**src/rtl/wdw_pkg.sv**
```systemverilog
package wdw_pkg;
  localparam int DATA_W    = 32;
  localparam int ADDR_W    = 3;
  localparam int NUM_WIN   = 5;
  localparam int WINK_W    = 3;

  localparam logic [DATA_W-1:0] ARM_WORD   = 32'hA985_59DA;
  localparam logic [DATA_W-1:0] SVC_FIRST  = 32'h0000_E51A;
  localparam logic [DATA_W-1:0] SVC_SECOND = 32'h0000_A35C;
  localparam logic [DATA_W-1:0] WIN_BASE   = 32'h0000_0050;
  localparam logic [DATA_W-1:0] WIN_UNIT   = 32'h0000_0005;
  localparam logic [3:0]        NMI_SEL    = 4'hA;
  localparam int                FLAG_BIT   = 1;

  typedef enum logic [ADDR_W-1:0] {
    IDX_ARM     = 3'd0,
    IDX_PERIOD  = 3'd1,
    IDX_STATUS  = 3'd2,
    IDX_KEY     = 3'd3,
    IDX_COUNT   = 3'd4,
    IDX_REACT   = 3'd5,
    IDX_WINDOW  = 3'd6
  } reg_idx_e;

  typedef enum logic {
    KS_IDLE  = 1'b0,
    KS_PRIMED = 1'b1
  } keyseq_e;
endpackage

```
**src/rtl/wdw_winsel.sv**
```systemverilog
module wdw_winsel
  import wdw_pkg::*;
(
  input  logic [DATA_W-1:0] wr_data,
  output logic [WINK_W-1:0] win_k
);
  logic [NUM_WIN-1:0] hit;

  genvar gi;
  generate
    for (gi = 0; gi < NUM_WIN; gi++) begin : g_code
      assign hit[gi] = (wr_data == (WIN_BASE << (4 * gi)));
    end
  endgenerate

  always_comb begin
    win_k = WINK_W'(1);
    for (int i = 0; i < NUM_WIN; i++) begin
      if (hit[i]) win_k = WINK_W'(i + 1);
    end
  end

  always_comb begin
    AST_WIN_ONE_CODE: assert ($onehot0(hit));
  end
endmodule

```
**src/rtl/wdw_keyseq.sv**
```systemverilog
module wdw_keyseq
  import wdw_pkg::*;
(
  input  logic              clk,
  input  logic              rst_n,
  input  logic              run,
  input  logic              key_wr,
  input  logic [DATA_W-1:0] key_data,
  output logic              svc_done
);
  keyseq_e st_q, st_d;
  logic    st_en;

  always_comb begin
    st_d     = st_q;
    svc_done = 1'b0;
    st_en    = run && key_wr;
    if (st_en) begin
      unique case (st_q)
        KS_IDLE:   st_d = (key_data == SVC_FIRST) ? KS_PRIMED : KS_IDLE;
        KS_PRIMED: begin
          st_d     = KS_IDLE;
          svc_done = (key_data == SVC_SECOND);
        end
        default:   st_d = KS_IDLE;
      endcase
    end
  end

  always_ff @(posedge clk or negedge rst_n) begin
    if (!rst_n)     st_q <= KS_IDLE;
    else if (st_en) st_q <= st_d;
  end

  AST_KEY_RESTART: assert property (@(posedge clk) disable iff (!rst_n)
    svc_done |=> (st_q == KS_IDLE));
  AST_KEY_NEEDS_PRIME: assert property (@(posedge clk) disable iff (!rst_n)
    svc_done |-> (st_q == KS_PRIMED));
endmodule

```
**src/rtl/wdw_counter.sv**
```systemverilog
module wdw_counter
  import wdw_pkg::*;
#(
  parameter int PRELOAD_W = 12,
  parameter int SHIFT     = 13,
  parameter int CNT_W     = PRELOAD_W + SHIFT
) (
  input  logic                 clk,
  input  logic                 rst_n,
  input  logic                 run,
  input  logic                 reload,
  input  logic [PRELOAD_W-1:0] preload,
  input  logic [WINK_W-1:0]    win_k,
  output logic [CNT_W-1:0]     count,
  output logic                 win_open,
  output logic                 at_zero
);
  logic [CNT_W-1:0] cnt_q, cnt_d, per_q, per_d, thresh;
  logic             cnt_en, per_en;

  always_comb begin
    per_d  = {preload, {SHIFT{1'b0}}};
    per_en = reload;
    cnt_en = reload || (run && (cnt_q != '0));
    cnt_d  = reload ? per_d : (cnt_q - CNT_W'(1));
  end

  always_ff @(posedge clk or negedge rst_n) begin
    if (!rst_n)      cnt_q <= '0;
    else if (cnt_en) cnt_q <= cnt_d;
  end

  always_ff @(posedge clk or negedge rst_n) begin
    if (!rst_n)      per_q <= '0;
    else if (per_en) per_q <= per_d;
  end

  assign thresh   = per_q >> win_k;
  assign win_open = run && (cnt_q <= thresh);
  assign at_zero  = run && (cnt_q == '0);
  assign count    = cnt_q;

  AST_COUNT_STEP: assert property (@(posedge clk) disable iff (!rst_n)
    (run && !reload && (cnt_q != '0)) |=> (cnt_q == $past(cnt_q) - CNT_W'(1)));
  AST_RELOAD_PERIOD: assert property (@(posedge clk) disable iff (!rst_n)
    reload |=> (cnt_q == per_q));
endmodule

```
**src/rtl/win_watchdog.sv**
```systemverilog
module win_watchdog
  import wdw_pkg::*;
#(
  parameter int PRELOAD_W = 12,
  parameter int SHIFT     = 13
) (
  input  logic                 clk,
  input  logic                 rst_n,
  input  logic                 bus_wr,
  input  logic [ADDR_W-1:0]    bus_addr,
  input  logic [DATA_W-1:0]    bus_wdata,
  output logic [DATA_W-1:0]    bus_rdata,
  output logic                 sys_rst_o,
  output logic                 nmi_o
);
  localparam int CNT_W = PRELOAD_W + SHIFT;

  // reset: asserted asynchronously, released through two flops
  logic [1:0] rst_sync_q;
  logic       rst_i_n;

  always_ff @(posedge clk or negedge rst_n) begin
    if (!rst_n) rst_sync_q <= 2'b00;
    else        rst_sync_q <= {rst_sync_q[0], 1'b1};
  end
  assign rst_i_n = rst_sync_q[1];

  // write decode
  logic wr_arm, wr_period, wr_status, wr_key, wr_react, wr_window;
  assign wr_arm    = bus_wr && (bus_addr == IDX_ARM);
  assign wr_period = bus_wr && (bus_addr == IDX_PERIOD);
  assign wr_status = bus_wr && (bus_addr == IDX_STATUS);
  assign wr_key    = bus_wr && (bus_addr == IDX_KEY);
  assign wr_react  = bus_wr && (bus_addr == IDX_REACT);
  assign wr_window = bus_wr && (bus_addr == IDX_WINDOW);

  // state
  logic                 run_q, run_d;
  logic [PRELOAD_W-1:0] period_q, period_d;
  logic [3:0]           react_q, react_d;
  logic [WINK_W-1:0]    wink_q, wink_d, wink_wr;
  logic                 flag_q, flag_d;
  logic                 rst_pulse_q, rst_pulse_d;
  logic                 nmi_pulse_q, nmi_pulse_d;
  logic                 cfg_en, flag_en;

  // datapath links
  logic             svc_done, win_open, at_zero;
  logic             start, svc_ok, svc_early, expire, viol, reload;
  logic [CNT_W-1:0] count;

  wdw_winsel u_winsel (
    .wr_data (bus_wdata),
    .win_k   (wink_wr)
  );

  wdw_keyseq u_keyseq (
    .clk      (clk),
    .rst_n    (rst_i_n),
    .run      (run_q),
    .key_wr   (wr_key),
    .key_data (bus_wdata),
    .svc_done (svc_done)
  );

  wdw_counter #(
    .PRELOAD_W (PRELOAD_W),
    .SHIFT     (SHIFT),
    .CNT_W     (CNT_W)
  ) u_counter (
    .clk      (clk),
    .rst_n    (rst_i_n),
    .run      (run_q),
    .reload   (reload),
    .preload  (period_q),
    .win_k    (wink_q),
    .count    (count),
    .win_open (win_open),
    .at_zero  (at_zero)
  );

  // event logic
  always_comb begin
    start     = wr_arm && !run_q && (bus_wdata == ARM_WORD);
    svc_ok    = svc_done && win_open;
    svc_early = svc_done && !win_open;
    expire    = at_zero && !svc_ok;
    viol      = svc_early || expire;
    reload    = start || svc_ok || viol;
  end

  // next state
  always_comb begin
    cfg_en      = !run_q;
    run_d       = run_q || start;
    period_d    = wr_period ? bus_wdata[PRELOAD_W-1:0] : period_q;
    react_d     = (cfg_en && wr_react)  ? bus_wdata[3:0] : react_q;
    wink_d      = (cfg_en && wr_window) ? wink_wr        : wink_q;
    flag_en     = viol || (wr_status && bus_wdata[FLAG_BIT]);
    flag_d      = viol;
    rst_pulse_d = viol && (react_q != NMI_SEL);
    nmi_pulse_d = viol && (react_q == NMI_SEL);
  end

  always_ff @(posedge clk or negedge rst_i_n) begin
    if (!rst_i_n) begin
      run_q    <= 1'b0;
      period_q <= '1;
      react_q  <= '0;
      wink_q   <= WINK_W'(1);
    end else begin
      run_q    <= run_d;
      period_q <= period_d;
      react_q  <= react_d;
      wink_q   <= wink_d;
    end
  end

  always_ff @(posedge clk or negedge rst_i_n) begin
    if (!rst_i_n)     flag_q <= 1'b0;
    else if (flag_en) flag_q <= flag_d;
  end

  always_ff @(posedge clk or negedge rst_i_n) begin
    if (!rst_i_n) begin
      rst_pulse_q <= 1'b0;
      nmi_pulse_q <= 1'b0;
    end else begin
      rst_pulse_q <= rst_pulse_d;
      nmi_pulse_q <= nmi_pulse_d;
    end
  end

  assign sys_rst_o = rst_pulse_q;
  assign nmi_o     = nmi_pulse_q;

  // read mux
  always_comb begin
    bus_rdata = '0;
    unique case (bus_addr)
      IDX_ARM:    bus_rdata = run_q ? ARM_WORD : '0;
      IDX_PERIOD: bus_rdata = DATA_W'(period_q);
      IDX_STATUS: bus_rdata = DATA_W'({flag_q, 1'b0});
      IDX_COUNT:  bus_rdata = DATA_W'(count);
      IDX_REACT:  bus_rdata = DATA_W'(react_q);
      IDX_WINDOW: bus_rdata = WIN_UNIT << {wink_q, 2'b00};
      default:    bus_rdata = '0;
    endcase
  end

  AST_RUN_STICKY: assert property (@(posedge clk) disable iff (!rst_i_n)
    run_q |=> run_q);
  AST_CFG_LOCKED: assert property (@(posedge clk) disable iff (!rst_i_n)
    run_q |=> ($stable(react_q) && $stable(wink_q)));
  AST_EARLY_FAULT: assert property (@(posedge clk) disable iff (!rst_i_n)
    (svc_done && !win_open) |=> (sys_rst_o || nmi_o));
  AST_EXPIRE_FAULT: assert property (@(posedge clk) disable iff (!rst_i_n)
    (at_zero && !svc_done) |=> (sys_rst_o || nmi_o));
  AST_FLAG_WITH_PULSE: assert property (@(posedge clk) disable iff (!rst_i_n)
    (sys_rst_o || nmi_o) |-> flag_q);
  AST_ONE_OUTPUT: assert property (@(posedge clk) disable iff (!rst_i_n)
    sys_rst_o |-> (react_q != NMI_SEL));
  AST_IDLE_NO_FAULT: assert property (@(posedge clk) disable iff (!rst_i_n)
    !run_q |=> !(sys_rst_o || nmi_o));
endmodule

```
**config.mk**
```make
export PLATFORM = sky130hd
export DESIGN_NAME = win_watchdog
export DESIGN_NICKNAME = d
export VERILOG_FILES = /design/src/rtl/wdw_pkg.sv /design/src/rtl/wdw_winsel.sv /design/src/rtl/wdw_keyseq.sv /design/src/rtl/wdw_counter.sv /design/src/rtl/win_watchdog.sv
export SDC_FILE = /design/constraint.sdc
export NUM_CORES = 1
export LEC_CHECK = 0
export ABC_AREA = 1
export BUFFER_PORTS_ARGS = -buffer_cell sky130_fd_sc_hd__buf_4
export CAP_MARGIN = 25
export CORE_MARGIN = 2
export CORE_UTILIZATION = 48
export DETAILED_ROUTE_END_ITERATION = 8
export PLACE_DENSITY_LB_ADDON = 0.05
export SETUP_SLACK_MARGIN = 0.4
export SYNTH_ARGS = -nofsm -noshare
export SYNTH_HDL_FRONTEND = slang
export SYNTH_SLANG_ARGS = --single-unit
export TNS_END_PERCENT = 100
```
**constraint.sdc**
```tcl
create_clock -name clk -period 2.08 [get_ports clk]
set_clock_uncertainty 0.1 [all_clocks]
set_input_delay 0.104 -clock clk [delete_from_list [all_inputs] [get_ports clk]]
set_output_delay 0.104 -clock clk [all_outputs]
set_load 0.02 [all_outputs]
```
Yosys cells after proc, flatten, opt, wreduce, memory -nomap -nowiden

Index checks and enable logic that the tools add are counted.

$add $sub $neg: 1
$mul: 0
Divide/modulo/power cells: 0
Magnitude comparators: 1
Eq/ne operators: 15
Shift operators: 2
Muxes and demuxes: 11
Bitwise logic cells: 1
Reduce and logical (&&, ||, !) cells: 32

Operators by type and width:

| kind                                                  | number |
|---|---|
| case mux 32 bit (6 select lines)                      | 1 |
| equality test 32 x 16 -> 1 bit, second input constant | 2 |
| equality test 32 x 11 -> 1 bit, second input constant | 1 |
| equality test 32 x 15 -> 1 bit, second input constant | 1 |
| equality test 32 x 19 -> 1 bit, second input constant | 1 |
| equality test 32 x 23 -> 1 bit, second input constant | 1 |
| equality test 32 bit, second input constant           | 1 |
| 2-to-1 mux 32 bit                                     | 1 |
| << shifter 3 x 5 -> 32 bit, first input constant      | 1 |
| <= comparator 25 bit                                  | 1 |
| logical NOT 25 bit                                    | 1 |
| 2-to-1 mux 25 bit                                     | 1 |
| nonzero test 25 bit                                   | 1 |
| >> shifter 25 x 3 -> 25 bit                           | 1 |
| subtractor 25 x 1 -> 25 bit, second input constant    | 1 |
| logical AND 1 bit                                     | 20 |
| equality test 3 bit, second input constant            | 3 |
| equality test 3 x 2 -> 1 bit, second input constant   | 2 |
| logical OR 1 bit                                      | 6 |
| 2-to-1 mux 3 bit                                      | 2 |
| equality test 4 bit, second input constant            | 1 |
| 2-to-1 mux 2 bit                                      | 2 |
| inequality test 4 bit, second input constant          | 1 |
| equality test 3 x 1 -> 1 bit, second input constant   | 1 |
| other kinds (5)                                       | 9 |

Bits in registers: 63
Latch bits: 0
Bits in writable memories: 0
Memory bits (read-only): 0
Output and inout port bits: 34
Logic and storage cells: 74
Memories: 0

Logic depth before layout (Yosys ltp)

Depth after elaboration: 10
Depth in mapped cells: 20
Gate-level depth less buffers: 20

By module

From an unflattened synthesis, not the netlist that was laid out.

Cells, all modules: 852
Area total of the unflattened synthesis: 5232.5 um^2

Modules (own cells, without submodules):

| module       | instances | cells an instance | area an instance (um^2) | sequential area each (um^2) |
|---|---|---|---|---|
| wdw_counter  | 1         | 488               | 3124.2                  | 925.9 |
| win_watchdog | 1         | 250               | 1622.8                  | 641.9 |
| wdw_keyseq   | 1         | 60                | 261.5                   | 25.0 |
| wdw_winsel   | 1         | 54                | 224.0                   | 0.0 |

Worst setup path after synthesis

Ideal clock, no wire load.

Path kind: reg-to-reg
Start point: reg wink_q[0]
End point: reg nmi_pulse_q (netlist: nmi_o)
Arrival time: 2.282 ns
Data required time: 1.909 ns
Slack: -0.374 ns
Cell stages (with the launch flop): 17
Period minus slack after synthesis: 2.454 ns
Cell sequence: dfstp_2 -> clkbuf_1 -> o21ai_0 -> nand2_1 -> o21ai_0 -> or2_2 -> ha_1 -> nand2_1 -> nor2_1 -> nand2_1 -> nor2_1 -> nand2_1 -> nand3_1 -> nand2_1 -> nand2_1 -> nand2_1 -> nor2_1

Word-level cells in the longest chain between the ends: 8

Ends and longest elaborated chain:

| item                          | RTL line            | text |
|---|---|---|
| start, declared               | win_watchdog.sv:41  | `logic [WINK_W-1:0] wink_q, wink_d, wink_wr;` |
| start signal, assigned        | win_watchdog.sv:115 | `wink_q <= wink_d;` |
| >> shifter 25 x 3 -> 25 bit * | wdw_counter.sv:38   | `assign thresh = per_q >> win_k;` |
| <= comparator 25 bit *        | wdw_counter.sv:39   | `assign win_open = run && (cnt_q <= thresh);` |
| logical AND 1 bit *           | wdw_counter.sv:39   |  |
| logical AND 1 bit             | win_watchdog.sv:85  | `svc_ok = svc_done && win_open;` |
| logical NOT 1 bit             | win_watchdog.sv:87  | `expire = at_zero && !svc_ok;` |
| logical AND 1 bit             | win_watchdog.sv:87  |  |
| logical OR 1 bit *            | win_watchdog.sv:88  | `viol = svc_early \|\| expire;` |
| logical AND 1 bit *           | win_watchdog.sv:102 | `nmi_pulse_d = viol && (react_q == NMI_SEL);` |
| via nmi_pulse_d               | win_watchdog.sv:44  | `logic nmi_pulse_q, nmi_pulse_d;` |
| end signal, assigned          | win_watchdog.sv:130 | `nmi_pulse_q <= nmi_pulse_d;` |
| end, declared                 | win_watchdog.sv:44  |  |

Mark *: on every way through the listed nets, which the timed path passes. The rest lies on a longest branch.
A chain may end at the register's enable or synchronous reset.

Final worst setup path

Start point: reg wink_q[0]
End point: reg rst_pulse_q (netlist: sys_rst_o)

Word-level cells in the longest chain between the ends: 8

Ends and longest elaborated chain:

| item                          | RTL line            | text |
|---|---|---|
| >> shifter 25 x 3 -> 25 bit * | wdw_counter.sv:38   |  |
| <= comparator 25 bit *        | wdw_counter.sv:39   |  |
| logical AND 1 bit *           | wdw_counter.sv:39   |  |
| logical AND 1 bit             | win_watchdog.sv:85  |  |
| logical NOT 1 bit             | win_watchdog.sv:87  |  |
| logical AND 1 bit             | win_watchdog.sv:87  |  |
| logical OR 1 bit *            | win_watchdog.sv:88  |  |
| logical AND 1 bit *           | win_watchdog.sv:101 | `rst_pulse_d = viol && (react_q != NMI_SEL);` |
| via rst_pulse_d               | win_watchdog.sv:43  | `logic rst_pulse_q, rst_pulse_d;` |
| end signal, assigned          | win_watchdog.sv:129 | `rst_pulse_q <= rst_pulse_d;` |
| end, declared                 | win_watchdog.sv:43  |  |

Marks and branches as above.

==> flow_summary.json <==
{
  "status": "complete, but fails checks",
  "failed_checks": "negative setup slack",
  "cts_max_level": 3,
  "max_freq_mhz": 382,
  "reg2reg_slack_ns": -0.54,
  "placed_area_um2": 6060,
  "r2r_cells": 16,
  "drive_above_1_share": 0.403,
  "hold_class": "in2reg",
  "clk_pin_slew_ns": 0.08,
  "synth_seq_cells": 63,
  "synth_top_cell_area_share": 0.253,
  "worstSetupEndpointType": "flip-flop",
  "first_iter_violations": 552,
  "ys_seq_area_frac": 0.322,
  "place.gp.congestion": 1.00,
  "ios": 72,
  "instances_no_fill": 1109,
  "ys_types": 43,
  "power_frac_seq": 0.393,
  "wl_met2_um": 9630,
  "power.switching_mw": 1.51,
  "yosysMostFrequentCell": "nand2_1",
  "report.final.slew_viol_count": 0,
  "dr.pass1.iters": 7,
  "die_y_um": 106,
  "cts.sinks": 63,
  "grt_pass1_vias": 5893,
  "clk_latency_ns": 0.36,
  "setup_viol": 8,
  "grt_max_degree": 46,
  "syn2layout_area_growth_pct": 59.1,
  "synthArstFlopShare": 1.00,
  "fin_crit_sh": 1.26,
  "top_layer": "met4",
  "drt_wl_total_um": 20300,
  "synth.net_count": 841,
  "rows": 37,
  "hold_slack_ns": 0.0405,
  "coreArea_um2": 10200,
  "dp.cells": 1023,
  "p_leak_nw": 3.84,
  "start_util": 0.486,
  "cts_tree": "yes",
  "syn-cell-area_um2": 4950,
  "numCtsBuffers": 9,
  "comb_power_share": 0.353,
  "antenna_found_initial": 1,
  "clock_path_buffers": 2,
  "synth-edff-count": 0,
  "power.density_nw_per_um2": 505,
  "ys.warnings.count": 0,
  "synth.largest_area_cell": "dfrtp_1",
  "grt_pass1_wl_um": 30800,
  "ant_nets": 0,
  "post-route-util": 0.773,
  "drc": 0,
  "worst-setup-path-type": "reg2reg",
  "start_kind": "flip-flop",
  "synthTopCellsByArea": "dfrtp_1 25%, nand2_1 19%, inv_1 8.1%",
  "port_buffers": 70,
  "synth_cells": 783,
  "dpl.hpwl_um": 13800,
  "fin_crit_ns": 2.62,
  "max-cap-violations": 0,
  "cellInternalPower_mw": 2.46,
  "grt_use_total": 0.358,
  "wire_per_inst_um": 18.3,
  "wl_met1_um": 8090,
  "design_area_um2": 7870,
  "vdd_ir_drop_max_mv": 0.577,
  "synth_flop_cell": "dfrtp_1",
  "hold_viol_final": 0,
  "nNetsFinal": 1025,
  "tightest_slew_ns": 0.632,
  "cp_data_required_time_ns": 2.26,
  "vias": 6223,
  "rsz0062_at_grt": "yes",
  "die-area_um2": 11100,
  "min_delay_worst_endpoint": "u_keyseq.st_q",
  "via_per_inst": 5.61,
  "dp_slack_ns": -0.590,
  "syn-mean-instance-area_um2": 6.32,
  "worstHoldStart": "bus_wdata[14]",
  "root_buffer": "clkbuf_8",
  "netlist_top_cells_count": "246 x nand2_1, 107 x inv_1, 107 x nor2_1",
  "clockPowerShare": 0.254,
  "worst_slack_ns": -0.540,
  "path_max_fanout": 8,
  "fp.dieW_um": 106,
  "reg2reg_from": "wink_q[0]",
  "arrival_ns": 2.80,
  "hold_path_depth": 5,
  "swShare": 0.380,
  "grt-ovfl-total": 0,
  "maxSlewHeadroom": 0.578,
  "r2r_end": "sys_rst_o",
  "met3_length_um": 1640
}
==> power by group through the flow <==
stage	sequential [mW]	clock (mW)	combinational [mW]
after floorplan	1.52	0	0.612
after global placement	1.55	0	0.976
after detailed placement	1.55	0	1.01
after CTS	1.54	1.03	1.24
after global routing	1.57	1.09	1.52
final	1.56	1.01	1.40
==> placed cells by master, fill, tap and decap left out, drive strengths merged, types with 2 or more instances in the layout <==
cell         instances
nor2               110
a31oi                3
nand2              248
ha                  20
conb                 2
or2                  3
nand3               61
dfstp               13
o211ai               5
a21oi               16
o21ai               61
nand4               17
dlygate4sd3         14
inv                111
nor4                 2
and3                 2
o2111ai              4
clkinvlp             4
clkbuf               9
nor3b                3
clkinv               2
xor2                 3
dfrtp               50
buf                182
nor3                17
==> sequential cells by signal (all words and copies together) (netlist names) <==
signal / flops
nmi_o: 1
rst_sync_q: 2
period_q: 12
u_counter.per_q: 12
flag_q: 1
u_counter.count: 25
u_keyseq.st_q: 1
sys_rst_o: 1
wink_q: 3
react_q: 4
run_q: 1
==> what timing repair did <==
action                                 4_1_cts  5_1_grt
gates resized for setup                    205       63
cloned                                       6        1
endpoints found under the hold margin       20        0
buffers inserted                            33       14
hold buffers                                15        0
pin swaps                                   56       26
setup endpoints to repair                   64       71
==> routing by layer <==
metal | vias up | GRT usage
met2 | 326 | 0.593
met1 | 2929 | 0.465
met4 | 0 | 0.147
met3 | 93 | 0.0594
met5 | - | 0
li1 | 2875 | -
==> worst max path at each step <==
stage                    from   endpoint  slack (ns)  cells past startpoint
CTS                 wink_q[0]  sys_rst_o       -0.42                     16
global route        wink_q[0]  sys_rst_o       -0.65                     17
detailed placement  wink_q[0]      nmi_o       -0.59                     17
floorplan           wink_q[0]      nmi_o       -0.16                     16
global placement    wink_q[0]      nmi_o       -0.52                     17
finish              wink_q[0]  sys_rst_o       -0.54                     16
==> cell families (layout without fill, tap and decap cells) <==
kind of cell	Yosys count	count (layout)	synth area share
buffers and inverters	136	323	0.113
adder cells (fa/ha/maj)	20	20	0.0506
flip-flops	63	63	0.322
XOR/XNOR	3	3	0.00531
other	2	3	0.00152
AO/OA/AOI/OAI	95	95	0.106
AND/OR/NAND/NOR	463	465	0.399
multiplexers	1	1	0.00202
==> layout make-up <==
| type | instances | area (um2) |
|---|---|---|
| Antenna cell | 1 | 2.50 |
| Clock buffer | 9 | 124 |
| Clock inverter | 7 | 55.1 |
| Fill cell | 766 | 2310 |
| Inverter | 110 | 428 |
| Multi-Input combinational cell | 586 | 3640 |
| Sequential cell | 63 | 1600 |
| Tap cell | 136 | 170 |
| Timing Repair Buffer | 197 | 1850 |
==> critical path, stage by stage (launching register included) <==
cell	delay, ns
dfstp_2	0.64
buf_6	0.17
nand2_1	0.06
o21ai_1	0.11
o21ai_1	0.11
or2_4	0.25
ha_4	0.26
nand2_1	0.06
nor2_2	0.11
nand2_1	0.07
nor2_1	0.10
nand2_1	0.06
nand3_1	0.09
nand2_2	0.08
nand2_2	0.07
nand2_2	0.06
nor2_1	0.14
==> per-stage QoR <==
step / setup TNS, ns / power (mW)
after floorplan: -0.457 / 2.14
after global routing: -2.94 / 4.17
final: -1.89 / 3.97
after global placement: -1.52 / 2.52
after CTS: -1.27 / 3.81
after detailed placement: -1.72 / 2.56
(Power assumes the default switching activity.)
